==> config.mk <==
export PLATFORM = sky130hd
export DESIGN_NAME = fw_load_engine
export DESIGN_NICKNAME = d
export VERILOG_FILES = /design/src/rtl/fwl_pkg.sv /design/src/rtl/fwl_cmd_decode.sv /design/src/rtl/fwl_core.sv /design/src/rtl/fw_load_engine.sv
export SDC_FILE = /design/constraint.sdc
export NUM_CORES = 1
export LEC_CHECK = 0
export ABC_AREA = 1
export ABC_CLOCK_PERIOD_IN_PS = 1750
export BUFFER_PORTS_ARGS = -buffer_cell sky130_fd_sc_hd__buf_2
export CORE_MARGIN = 2
export CORE_UTILIZATION = 58
export DETAILED_ROUTE_END_ITERATION = 12
export PLACE_DENSITY_LB_ADDON = 0.25
export SLEW_MARGIN = 20
export SYNTH_ARGS = -nofsm -noshare
export SYNTH_HDL_FRONTEND = slang
export SYNTH_SLANG_ARGS = --single-unit
export TNS_END_PERCENT = 30
==> constraint.sdc <==
create_clock -name clk -period 1.75 [get_ports clk]
set_input_delay 0.0875 -clock clk [delete_from_list [all_inputs] [get_ports clk]]
set_output_delay 0.0875 -clock clk [all_outputs]
set_load 0.02 [all_outputs]
==> src/rtl/fwl_pkg.sv <==
package fwl_pkg;

    typedef enum logic [3:0] {
        S_BLEN,
        S_BADDR,
        S_BDATA,
        S_CMD,
        S_CADDR,
        S_CSIZE,
        S_CDATA,
        S_DONE
    } ld_state_e;

    typedef enum logic [2:0] {
        K_P   = 3'd0,
        K_X   = 3'd1,
        K_Y   = 3'd2,
        K_XY  = 3'd3,
        K_JMP = 3'd4
    } ld_kind_e;

endpackage

==> src/rtl/fwl_cmd_decode.sv <==
module fwl_cmd_decode
    import fwl_pkg::*;
#(
    parameter int WORD_W = 24
) (
    input  logic [WORD_W-1:0] cmd_word,
    output ld_kind_e          cmd_kind,
    output logic              cmd_legal
);

    localparam logic [WORD_W-1:0] MAX_CODE = WORD_W'(4);

    always_comb begin
        cmd_legal = (cmd_word <= MAX_CODE);
        cmd_kind  = K_P;
        if (cmd_legal) begin
            unique case (cmd_word[2:0])
                3'd0:    cmd_kind = K_P;
                3'd1:    cmd_kind = K_X;
                3'd2:    cmd_kind = K_Y;
                3'd3:    cmd_kind = K_XY;
                default: cmd_kind = K_JMP;
            endcase
        end
    end

endmodule

==> src/rtl/fwl_core.sv <==
module fwl_core
    import fwl_pkg::*;
#(
    parameter int WORD_W = 24,
    parameter int ADDR_W = 17
) (
    input  logic              clk,
    input  logic              rst_n,
    input  logic [WORD_W-1:0] in_word,
    input  logic              in_valid,
    input  ld_kind_e          cmd_kind,
    input  logic              cmd_legal,
    output logic              in_ready,
    output logic              p_we,
    output logic              x_we,
    output logic              y_we,
    output logic [ADDR_W-1:0] mem_addr,
    output logic [WORD_W-1:0] mem_data,
    output logic              start_exec,
    output logic [ADDR_W-1:0] start_addr,
    output logic              cmd_error
);

    localparam logic [ADDR_W-1:0] ADDR_ONE = ADDR_W'(1);
    localparam logic [WORD_W-1:0] CNT_ONE  = WORD_W'(1);

    typedef struct packed {
        ld_state_e         st;
        ld_kind_e          kind;
        logic              half;
        logic [ADDR_W-1:0] addr;
        logic [ADDR_W-1:0] entry;
        logic [WORD_W-1:0] remain;
        logic              p_we;
        logic              x_we;
        logic              y_we;
        logic [ADDR_W-1:0] waddr;
        logic [WORD_W-1:0] wdata;
        logic              start;
        logic [ADDR_W-1:0] saddr;
        logic              err;
    } core_t;

    core_t ld_d, ld_q;
    logic  take;
    logic  step;

    assign take = in_valid && (ld_q.st != S_DONE);

    always_comb begin
        ld_d       = ld_q;
        ld_d.p_we  = 1'b0;
        ld_d.x_we  = 1'b0;
        ld_d.y_we  = 1'b0;
        ld_d.start = 1'b0;
        step       = 1'b0;
        if (take) begin
            unique case (ld_q.st)
                S_BLEN: begin
                    ld_d.remain = in_word;
                    ld_d.st     = S_BADDR;
                end
                S_BADDR: begin
                    ld_d.addr  = in_word[ADDR_W-1:0];
                    ld_d.entry = in_word[ADDR_W-1:0];
                    if (ld_q.remain == '0) begin
                        ld_d.start = 1'b1;
                        ld_d.saddr = in_word[ADDR_W-1:0];
                        ld_d.st    = S_CMD;
                    end else begin
                        ld_d.st = S_BDATA;
                    end
                end
                S_BDATA: begin
                    ld_d.p_we   = 1'b1;
                    ld_d.waddr  = ld_q.addr;
                    ld_d.wdata  = in_word;
                    ld_d.addr   = ld_q.addr + ADDR_ONE;
                    ld_d.remain = ld_q.remain - CNT_ONE;
                    if (ld_q.remain == CNT_ONE) begin
                        ld_d.start = 1'b1;
                        ld_d.saddr = ld_q.entry;
                        ld_d.st    = S_CMD;
                    end
                end
                S_CMD: begin
                    if (cmd_legal) begin
                        ld_d.kind = cmd_kind;
                        ld_d.st   = S_CADDR;
                    end else begin
                        ld_d.err = 1'b1;
                    end
                end
                S_CADDR: begin
                    ld_d.addr = in_word[ADDR_W-1:0];
                    if (ld_q.kind == K_JMP) begin
                        ld_d.start = 1'b1;
                        ld_d.saddr = in_word[ADDR_W-1:0];
                        ld_d.st    = S_DONE;
                    end else begin
                        ld_d.st = S_CSIZE;
                    end
                end
                S_CSIZE: begin
                    ld_d.remain = in_word;
                    ld_d.half   = 1'b0;
                    ld_d.st     = (in_word == '0) ? S_CMD : S_CDATA;
                end
                S_CDATA: begin
                    ld_d.waddr = ld_q.addr;
                    ld_d.wdata = in_word;
                    unique case (ld_q.kind)
                        K_P: begin
                            ld_d.p_we = 1'b1;
                            step      = 1'b1;
                        end
                        K_X: begin
                            ld_d.x_we = 1'b1;
                            step      = 1'b1;
                        end
                        K_Y: begin
                            ld_d.y_we = 1'b1;
                            step      = 1'b1;
                        end
                        K_XY: begin
                            if (!ld_q.half) begin
                                ld_d.x_we = 1'b1;
                                ld_d.half = 1'b1;
                            end else begin
                                ld_d.y_we = 1'b1;
                                ld_d.half = 1'b0;
                                step      = 1'b1;
                            end
                        end
                        default: step = 1'b1;
                    endcase
                    if (step) begin
                        ld_d.addr   = ld_q.addr + ADDR_ONE;
                        ld_d.remain = ld_q.remain - CNT_ONE;
                        if (ld_q.remain == CNT_ONE) begin
                            ld_d.st = S_CMD;
                        end
                    end
                end
                default: ld_d.st = ld_q.st;
            endcase
        end
    end

    always_ff @(posedge clk) begin
        if (!rst_n) begin
            ld_q <= '{st: S_BLEN, kind: K_P, default: '0};
        end else begin
            ld_q <= ld_d;
        end
    end

    assign in_ready   = (ld_q.st != S_DONE);
    assign p_we       = ld_q.p_we;
    assign x_we       = ld_q.x_we;
    assign y_we       = ld_q.y_we;
    assign mem_addr   = ld_q.waddr;
    assign mem_data   = ld_q.wdata;
    assign start_exec = ld_q.start;
    assign start_addr = ld_q.saddr;
    assign cmd_error  = ld_q.err;

endmodule

==> src/rtl/fw_load_engine.sv <==
module fw_load_engine
    import fwl_pkg::*;
#(
    parameter int WORD_W = 24,
    parameter int ADDR_W = 17
) (
    input  logic              clk,
    input  logic              rst_n,
    input  logic [WORD_W-1:0] in_word,
    input  logic              in_valid,
    output logic              in_ready,
    output logic              p_we,
    output logic              x_we,
    output logic              y_we,
    output logic [ADDR_W-1:0] mem_addr,
    output logic [WORD_W-1:0] mem_data,
    output logic              start_exec,
    output logic [ADDR_W-1:0] start_addr,
    output logic              cmd_error
);

    ld_kind_e dec_kind;
    logic     dec_legal;

    fwl_cmd_decode #(.WORD_W(WORD_W)) u_dec (
        .cmd_word  (in_word),
        .cmd_kind  (dec_kind),
        .cmd_legal (dec_legal)
    );

    fwl_core #(.WORD_W(WORD_W), .ADDR_W(ADDR_W)) u_core (
        .clk        (clk),
        .rst_n      (rst_n),
        .in_word    (in_word),
        .in_valid   (in_valid),
        .cmd_kind   (dec_kind),
        .cmd_legal  (dec_legal),
        .in_ready   (in_ready),
        .p_we       (p_we),
        .x_we       (x_we),
        .y_we       (y_we),
        .mem_addr   (mem_addr),
        .mem_data   (mem_data),
        .start_exec (start_exec),
        .start_addr (start_addr),
        .cmd_error  (cmd_error)
    );

endmodule

==> impl_metrics.yaml, run 1 <==
timing:
  slew_headroom_pct: 68.76
  maxSlewViolCount: 0
  setup_viol: 0
  clock_skew_ps: 6.911
  min_period_ps: 1711
  tightest_slew_ps: 468.6
  fin_crit_sh_pct: 97.78
  layout_setup_ws_ps: 38.86
  finalHoldViolCount: 0
  fin_tns_setup_ps: 0
  max_freq_mhz: 584.4
  rsz0062_at_grt: "yes"
setup_path:
  ff2ff_path_depth: 9
  critPathMaxFanout: 17
  crit_chain: "buf_4, nand2_4, nor2_2, inv_2, a21oi_4, nand3_4, buf_4, nand2_1, a21oi_2"
  timing.rr.end: "u_core.start_addr[14]"
  ff2ff_setup_slack_ps: 40
  required_ps: 2050
  critPathMaxStageDelay_ps: 420
  cpMostUsedCell: "buf_4"
  crit_family: "buffers and inverters"
  arrival_ps: 2010
  worst-path-stages: 9
  slowest_stage: "dfxtp_2"
  cp_num_buf_inv: 3
  end_kind: "register"
  start_kind: "register"
  worstSetupPathType: "reg -> reg"
  timing.rr.start: "u_core.ld_q[126]"
logic_synthesis:
  ys_ff_latch: 128
  yosysTopAreaCellShare_pct: 36.55
  synth_edf_count: 0
  synth_warnings: 0
  yosys.area.top_type: "dfxtp_1"
  synth_area_leaders: "dfxtp_1 37%, nand2_1 15%, a21oi_1 7.9%"
  synth_cell_types: 41
  synth-main-ff-cell: "dfxtp_1"
  syn_inst: 1041
  syn-num-nets: 1072
  syn_area_sq_um: 7012
  ys_async_sr_fraction_pct: 0
  seq_area_frac_synth_pct: 36.55
  postSynthAreaPerCell_sq_um: 6.736
detailed_routing:
  ant_nets: 0
  remaining_drc_errors: 0
  dr.first_iter.drc_count: 705
  vias: 7106
  viasPerCell: 5.539
  wl_mm: 20.10
  drt_pass1_iterations: 5
  wl_per_cell_um: 15.66
power_and_ir_drop:
  vdd_drop_max_uv: 907.3
  p_int_mw: 5.764
  leakage_nw: 3.569
  power.total_mw: 8.293
  powerDensity_nw_per_um2: 999.0
  power.share.switching_pct: 30.50
  switching_power_mw: 2.529
  comb_power_share_pct: 21.6
  p_clk_share_pct: 40.0
  p_seq_share_pct: 38.4
global_routing:
  grt_pass1_vias: 6493
  grt.overflow.total: 0
  grt_use_total_pct: 31.26
  grt_max_degree: 91
  grt_pass1_wl_mm: 31.92
  antenna_found_initial: 0
cells_and_area:
  final_common_cell: "nand2_1"
  drive_gt1_share_pct: 22.01
  area_delta_synth_final_pct: 18.40
  final_net_count: 1155
  num_antenna_cells: 0
  layout_common_cells: "268 x nand2_1, 125 x dfxtp_1, 110 x a21oi_1"
clock_tree:
  clock_latency_ps: 430
  cts-htree-levels: 4
  clk_pin_slew_ps: 60
  ctsRootBufferMaster: "clkbuf_16"
  cts_tree: "yes"
  numCtsBuffers: 17
  clock_path_buffers: 2
  cts_sinks: 128
die:
  die_width_um: 114.0
  io_pins: 91
  dieArea_sq_um: 12980
  core-area_sq_um: 11910
  placementRows: 40
  start_util_pct: 58.87
  die_h_um: 114.0
hold_path:
  hold_depth: 3
  hold_start: "in_word[6]"
  min_path_type: "in -> reg"
  min_delay_worst_endpoint: "u_core.mem_data[6]"
placement:
  preCtsSetupSlack_ps: -92.27
  hpwlAfterDp_mm: 13.29
  portBuffers: 90
  place_congestion: 0.9349
status:
  status: "complete, no violations"
run:
  cap_viol_max_count: 0
-- Yosys cell counts (2+ instances only) --
cell type and count:
nor3_1 8, a21oi_4 3, o211ai_1 9, inv_1 57, o21ai_2 2, a21oi_1 110, nand3b_1 4, buf_6 4
a31oi_1 4, dfxtp_1 128, nor2_2 5, o2111ai_1 2, nand3_1 94, nand2_1 271, o21ai_1 2, buf_2 8
nand4_1 11, nor2_1 114, clkbuf_1 26, ha_1 4, nand2_4 3, buf_4 63, inv_2 8, buf_1 4
a21oi_2 11, xor2_1 4, nand2_2 12, o21ai_0 56, o21a_1 2
-- layout make-up --
cell class | count | area (sq um)
multi-input combinational | 741 | 3597
tap | 147 | 183.9
sequential | 128 | 2566
fill | 1054 | 3610
clock buffer | 25 | 485.5
inverter | 67 | 261.5
clock inverter | 6 | 57.56
timing repair buffer | 169 | 1150
-- through the flow --
stage | area (sq um) | util, % | instances | hold slack, ps
finish | 8302 | 69.70 | 1283 | 35.52
global route | 8302 | 69.70 | 1283 | 39.35
CTS | 8197 | 68.81 | 1281 | 16.31
detailed placement | 7468 | 62.70 | 1232 | 394.6
global placement | 7468 | 62.70 | 1232 | 389.4
floorplan | 7012 | - | 1041 | 215.1
-- worst max-delay path by stage --
stage | start | endpoint | slack [ps]
2_1_floorplan | u_core.ld_q[126] | u_core.start_addr[10] | 40
3_3_place_gp | u_core.ld_q[79] | u_core.start_addr[8] | 10
3_5_place_dp | u_core.ld_q[79] | u_core.start_addr[14] | -90
4_1_cts | u_core.ld_q[125] | u_core.start_addr[14] | 9
5_1_grt | u_core.ld_q[126] | u_core.ld_q[65] | -20
6_report | u_core.ld_q[126] | u_core.start_addr[14] | 40
-- power by group through the flow --
stage / clock network, mW / registers [mW] / logic, mW
global placement: 0 / 3.23 / 1.66
detailed placement: 0 / 3.23 / 1.68
floorplan: 0 / 3.22 / 1.15
global route: 3.45 / 3.20 / 1.98
finish: 3.32 / 3.18 / 1.80
CTS: 3.32 / 3.17 / 1.73
-- repair_timing --
action / CTS / global route
setup buffers: 1 / 2
pin swaps: 2 / 1
endpoints found under the hold margin: 17 / 0
gates cloned: 1 / 0
hold buffers: 16 / 0
endpoints found under the setup margin: 17 / 68
gates resized for setup: 3 / 28
-- metal layers --
layer,vias up,global-route usage [%],part of all wire [%]
li1,3506,-,-
met1,3298,39.01,42
met2,251,52.58,48
met3,51,6.164,6.3
met4,0,13.58,3.4
met5,-,0,0
-- cells by family (layout without fill, tap and decap cells) --
group	Yosys count	count (layout)	synth area share, %
buf+inv	173	267	13.53
compound gates	202	202	16.22
fa+ha+maj	4	4	0.7138
xor+xnor	5	5	0.6245
simple gates	529	530	32.37
flops	128	128	36.55
-- flip-flops by register name, indices dropped and copies added (netlist names) --
signal and count:
u_core.y_we 1, u_core.start_exec 1, u_core.cmd_error 1, u_core.mem_data 24, u_core.mem_addr 17, u_core.x_we 1, u_core.start_addr 17, u_core.p_we 1
u_core.ld_q 65
-- worst register-to-register path, delay by kind of cell (launching register included) --
family                 cells  cell delay, ps
AOI/OAI and AO/OA          2             260
and+or+nand+nor            4             450
DFF                        1             420
buffers and inverters      3             460
(Power assumes the default switching activity.)
==> inputs of run 2 (changes only) <==
Settings changed: ABC_AREA 1 to unset.
==> impl_metrics.yaml, run 2 <==
detailed_routing:
  viasPerCell: 6.143
  wl_mm: 21.50
  dr.first_iter.drc_count: 638
  drt_pass1_iterations: 5
  ant_nets: 0
  wl_per_cell_um: 18.86
  remaining_drc_errors: 0
  vias: 7003
timing:
  maxSlewViolCount: 0
  max_freq_mhz: 513.1
  layout_setup_ws_ps: -199.1
  min_period_ps: 1949
  setup_viol: 51
  finalHoldViolCount: 0
  rsz0062_at_grt: "yes"
  clock_skew_ps: 10.07
  tightest_slew_ps: 762.9
  fin_crit_sh_pct: 111.4
  slew_headroom_pct: 48.67
logic_synthesis:
  synth_warnings: 0
  yosys-top-cells-count: "173 x nand2_1, 128 x dfxtp_1, 109 x a21oi_1, 63 x buf_4, 41 x nor2_1"
  synth-main-ff-cell: "dfxtp_1"
  yosys.area.top_type: "dfxtp_1"
  yosysMostFrequentCell: "nand2_1"
  postSynthAreaPerCell_sq_um: 7.793
  seq_area_frac_synth_pct: 38.55
  syn-num-nets: 884
  synth_cell_types: 62
  syn_area_sq_um: 6648
  ys_ff_latch: 128
  synth_area_leaders: "dfxtp_1 39%, nand2_1 9.8%, a21oi_1 8.2%"
  syn_inst: 853
  synth_edf_count: 0
  yosysTopAreaCellShare_pct: 38.55
  ys_async_sr_fraction_pct: 0
global_routing:
  grt.overflow.total: 0
  grt_pass1_vias: 6512
  grt_pass1_wl_mm: 33.75
  antenna_found_initial: 0
  grt_use_total_pct: 34.36
  grt_max_degree: 49
die:
  placementRows: 39
  die_h_um: 111.1
  start_util_pct: 58.72
  dieArea_sq_um: 12330
  core-area_sq_um: 11320
  die_width_um: 111.1
  io_pins: 91
cells_and_area:
  drive_gt1_share_pct: 33.00
  largest_register_ffs: 65
  final_common_cell: "nand2_1"
  n_fill_cell: 809
  multiInputGateArea_sq_um: 3602
  regArea_sq_um: 2582
  area_delta_synth_final_pct: 30.92
  top_register: "u_core.ld_q"
  final_net_count: 1015
  num_antenna_cells: 0
  layout_common_cells: "173 x nand2_1, 120 x dfxtp_1, 109 x buf_4"
  fin_cells: 1140
clock_tree:
  cts_tree: "yes"
  ctsRootBufferMaster: "clkbuf_16"
  clk_pin_slew_ps: 60
  numCtsBuffers: 17
  clock_latency_ps: 430
  cts_sinks: 128
  clock_path_buffers: 2
  cts-htree-levels: 4
setup_path:
  ff2ff_setup_slack_ps: -200
  end_kind: "register"
  arrival_ps: 2310
  required_ps: 2110
  ff2ff_path_depth: 9
  crit_start: "u_core.ld_q[63]"
  critPathMaxStageDelay_ps: 360
  slowest_stage: "dfxtp_4"
  critPathCapture: "u_core.ld_q[79]"
  crit_chain: "inv_4, ha_4, nor3b_4, nand4_1, buf_4, buf_6, nand3b_1, a21oi_2, o21a_1"
  critPathMaxFanout: 5
  timing.rr.end: "u_core.ld_q[79]"
  worstSetupPathType: "reg -> reg"
  start_kind: "register"
  timing.rr.start: "u_core.ld_q[63]"
placement:
  dp.cells: 1078
  preCtsSetupSlack_ps: -229.3
  place_congestion: 0.9826
  hpwlAfterDp_mm: 14.30
  portBuffers: 90
power_and_ir_drop:
  vdd_drop_max_uv: 984.5
  leakage_nw: 3.474
  powerDensity_nw_per_um2: 1148
status:
  status: "complete, but fails checks"
  violations: "negative setup slack"
run:
  cap_viol_max_count: 0
hold_path:
  min_path_type: "in -> reg"
==> run 2: worst max-delay path, delay by kind of cell, from the launching register on <==
kind            cells  cell delay, ps
fa+ha+maj           1             140
compound gates      2             330
flops               1             360
simple gates        3             670
buf+inv             3             380
==> run 2: final cells by class <==
type | instances | area share [%]
Sequential cell | 128 | 29.67
Inverter | 8 | 0.4313
Clock buffer | 23 | 5.492
Timing Repair Buffer | 229 | 19.18
Clock inverter | 9 | 1.783
Tap cell | 143 | 2.056
Multi-Input combinational cell | 600 | 41.39
==> run 2: worst min-delay path by stage <==
| stage | start | endpoint | slack, ps | cells past startpoint |
|---|---|---|---|---|
| after detailed placement | in_word[23] | u_core.mem_data[23] | 390 | 3 |
| after global placement | in_word[17] | u_core.mem_data[17] | 390 | 3 |
| after CTS | in_word[15] | u_core.ld_q[102] | 0.8 | 3 |
| final | in_word[16] | u_core.mem_data[16] | 20 | 3 |
| after floorplan | in_word[13] | u_core.ld_q[100] | 220 | 2 |
| after global routing | in_word[16] | u_core.mem_data[16] | 10 | 3 |
==> run 2: what timing repair did <==
action                     CTS  global route
pin swaps                   21            14
setup endpoints to repair   56            60
hold endpoints to repair     8             1
cloned                       2             1
hold buffers                 8             1
gates resized for setup     35            25
setup buffers               10            10
==> run 2: cell families (layout without fill, tap and decap cells) <==
group,after synthesis,in the layout,synth area share [%]
simple gates,341,341,24.79
compound gates,252,252,24.20
flops,128,128,38.55
buf+inv,125,269,11.16
fa+ha+maj,4,4,0.7529
mux,2,2,0.3012
xor+xnor,1,1,0.2447
==> run 2: where the power goes <==
| group | internal, mW | switching, mW |
|---|---|---|
| sequential | 3.09 | 0.163 |
| combinational | 1.35 | 1.58 |
| clock | 2.49 | 1.31 |
==> run 2: through the flow <==
stage	setup TNS, ps	util [%]	cell area [sq um]	power, mW	hold WS (ps)
floorplan	-2436	-	6789	4.757	223.5
global placement	-5015	67.03	7589	5.661	390.1
detailed placement	-7327	67.03	7589	5.735	391.9
CTS	-3817	75.61	8559	9.744	0.8267
global route	-9840	76.88	8703	10.33	10.20
finish	-5121	76.88	8703	9.988	24.88
==> run 2: per-layer routing <==
| metal | track usage, % | up-vias | wire length (um) |
|---|---|---|---|
| met4 | 17.04 | 0 | 828 |
| met5 | 0 | - | 0 |
| met1 | 44.21 | 3278 | 8462 |
| met2 | 55.54 | 403 | 10280 |
| li1 | - | 3246 | - |
| met3 | 6.561 | 76 | 1927 |
==> inputs of run 3 (changes only) <==
Settings changed: CORE_ASPECT_RATIO set to 0.8.
==> impl_metrics.yaml, run 3 (synthesis gave the netlist of run 2 again) <==
status:
  status: "complete, but fails checks"
  violations: "negative setup slack"
placement:
  place_congestion: 0.9964
  preCtsSetupSlack_ps: -157.4
  dp.cells: 1103
  hpwlAfterDp_mm: 15.55
  placed_area_sq_um: 7732
  portBuffers: 90
die:
  placementRows: 34
  core-area_sq_um: 11020
  dieArea_sq_um: 12340
  die_width_um: 123.7
  io_pins: 91
  start_util_pct: 60.33
  die_h_um: 99.76
setup_path:
  end_kind: "register"
  worstSetupPathType: "reg -> reg"
  arrival_ps: 2260
  start_kind: "register"
  critPathMaxFanout: 6
  slowest_stage: "or3b_4"
  required_ps: 2060
  timing.rr.start: "u_core.ld_q[127]"
  critPathMaxStageDelay_ps: 400
  crit_chain: "or3b_4, o211ai_4, buf_6, a21oi_4, clkbuf_16, o21a_1, o221a_2"
  ff2ff_setup_slack_ps: -200
  ff2ff_path_depth: 7
  timing.rr.end: "u_core.ld_q[71]"
timing:
  setup_viol: 65
  holdWs_ps: 54.39
  clock_skew_ps: 9.644
  slew_headroom_pct: 67.53
  finalHoldViolCount: 0
  maxSlewViolCount: 0
  min_period_ps: 1948
  tightest_slew_ps: 487.1
  fin_tns_setup_ps: -6614
  fin_crit_sh_pct: 111.3
  rsz0062_at_grt: "yes"
  max_freq_mhz: 513.3
  layout_setup_ws_ps: -198.4
cells_and_area:
  area_delta_synth_final_pct: 36.59
  final_common_cell: "nand2_1"
  drive_gt1_share_pct: 37.05
  n_fill_cell: 669
  final_net_count: 1042
  layout_common_cells: "168 x nand2_1, 125 x buf_4, 119 x dfxtp_1"
  num_antenna_cells: 0
  top_register: "u_core.ld_q"
  fin_util_pct: 82.41
  fin_cells: 1167
  largest_register_ffs: 65
  design_area_sq_um: 9080
power_and_ir_drop:
  switching_power_mw: 3.281
  power.share.switching_pct: 31.93
  leakage_nw: 3.663
  powerDensity_nw_per_um2: 1132
  power.total_mw: 10.28
  p_clk_share_pct: 37.4
  p_int_mw: 6.994
  p_seq_share_pct: 31.8
  comb_power_share_pct: 30.8
  vdd_drop_max_uv: 851.7
clock_tree:
  cts_sinks: 128
  ctsRootBufferMaster: "clkbuf_16"
  clock_latency_ps: 420
  numCtsBuffers: 17
  cts-htree-levels: 4
  cts_tree: "yes"
  clock_path_buffers: 2
  clk_pin_slew_ps: 60
detailed_routing:
  viasPerCell: 6.330
  dr.first_iter.drc_count: 961
  wl_per_cell_um: 20.76
  vias: 7387
  ant_nets: 0
  wl_mm: 24.22
  remaining_drc_errors: 0
  drt_pass1_iterations: 5
global_routing:
  grt_max_degree: 43
  antenna_found_initial: 0
  grt_pass1_vias: 6589
  grt.overflow.total: 0
  grt_pass1_wl_mm: 35.22
  grt_use_total_pct: 37.59
run:
  cap_viol_max_count: 0
hold_path:
  min_path_type: "in -> reg"
  hold_depth: 3
  min_delay_worst_endpoint: "u_core.ld_q[124]"
  hold_start: "rst_n"
[run 3: cell types whose count changed in the layout (fill, tap and decap cells not counted), moves of 3 or more]
cell	previous run	this run
nor4_2	2	5
a22oi_2	3	0
clkbuf_1	3	0
buf_12	8	4
nand2_2	0	3
nand2_1	173	168
buf_4	109	125
buf_6	12	27
nor2_2	1	4
a22oi_1	14	17
nor2_1	40	36
[run 3: worst max path at each step]
stage | end | startpoint | slack [ps]
2_1_floorplan | u_core.ld_q[69] | u_core.ld_q[127] | -110
5_1_grt | u_core.start_addr[1] | u_core.ld_q[63] | -220
3_3_place_gp | u_core.start_addr[8] | u_core.ld_q[72] | -130
3_5_place_dp | u_core.ld_q[105] | u_core.ld_q[127] | -160
6_report | u_core.ld_q[71] | u_core.ld_q[127] | -200
4_1_cts | u_core.start_addr[1] | u_core.ld_q[72] | -110
[run 3: routing by layer]
| metal | global-route usage (%) | share of wire (%) |
|---|---|---|
| met1 | 52.48 | 41 |
| met2 | 55.45 | 43 |
| met3 | 9.060 | 12 |
| met4 | 15.47 | 4.3 |
| met5 | 0 | 0 |
[run 3: what timing repair did]
| item | in CTS | in global routing |
|---|---|---|
| gates cloned | 3 | 3 |
| pin swaps | 15 | 20 |
| gates resized for setup | 52 | 57 |
| setup buffers | 12 | 10 |
| hold buffers | 7 | 0 |
| endpoints found under the setup margin | 61 | 94 |
| hold endpoints to repair | 7 | 0 |
[run 3: power groups by stage]
stage / Combinational [mW] / Clock (mW) / Sequential [mW]
floorplan: 1.46 / 0 / 3.30
global placement: 2.47 / 0 / 3.29
detailed placement: 2.53 / 0 / 3.30
CTS: 2.74 / 3.85 / 3.25
global route: 3.33 / 3.98 / 3.28
finish: 3.16 / 3.85 / 3.27
[run 3: final cells by class]
class / count / area [sq um] / area share, %
multi-input combinational: 600 / 3739 / 41.17
sequential: 128 / 2584 / 28.46
timing repair buffer: 256 / 1908 / 21.01
clock buffer: 19 / 452.9 / 4.988
clock inverter: 12 / 181.4 / 1.998
tap: 144 / 180.2 / 1.984
inverter: 8 / 35.03 / 0.3858
[run 3: critical path, delay by kind of cell (launching register included)]
kind,cells,cell delay (ps)
AO/OA/AOI/OAI,4,720
buffers and inverters,2,330
flip-flops,1,390
AND/OR/NAND/NOR,1,400
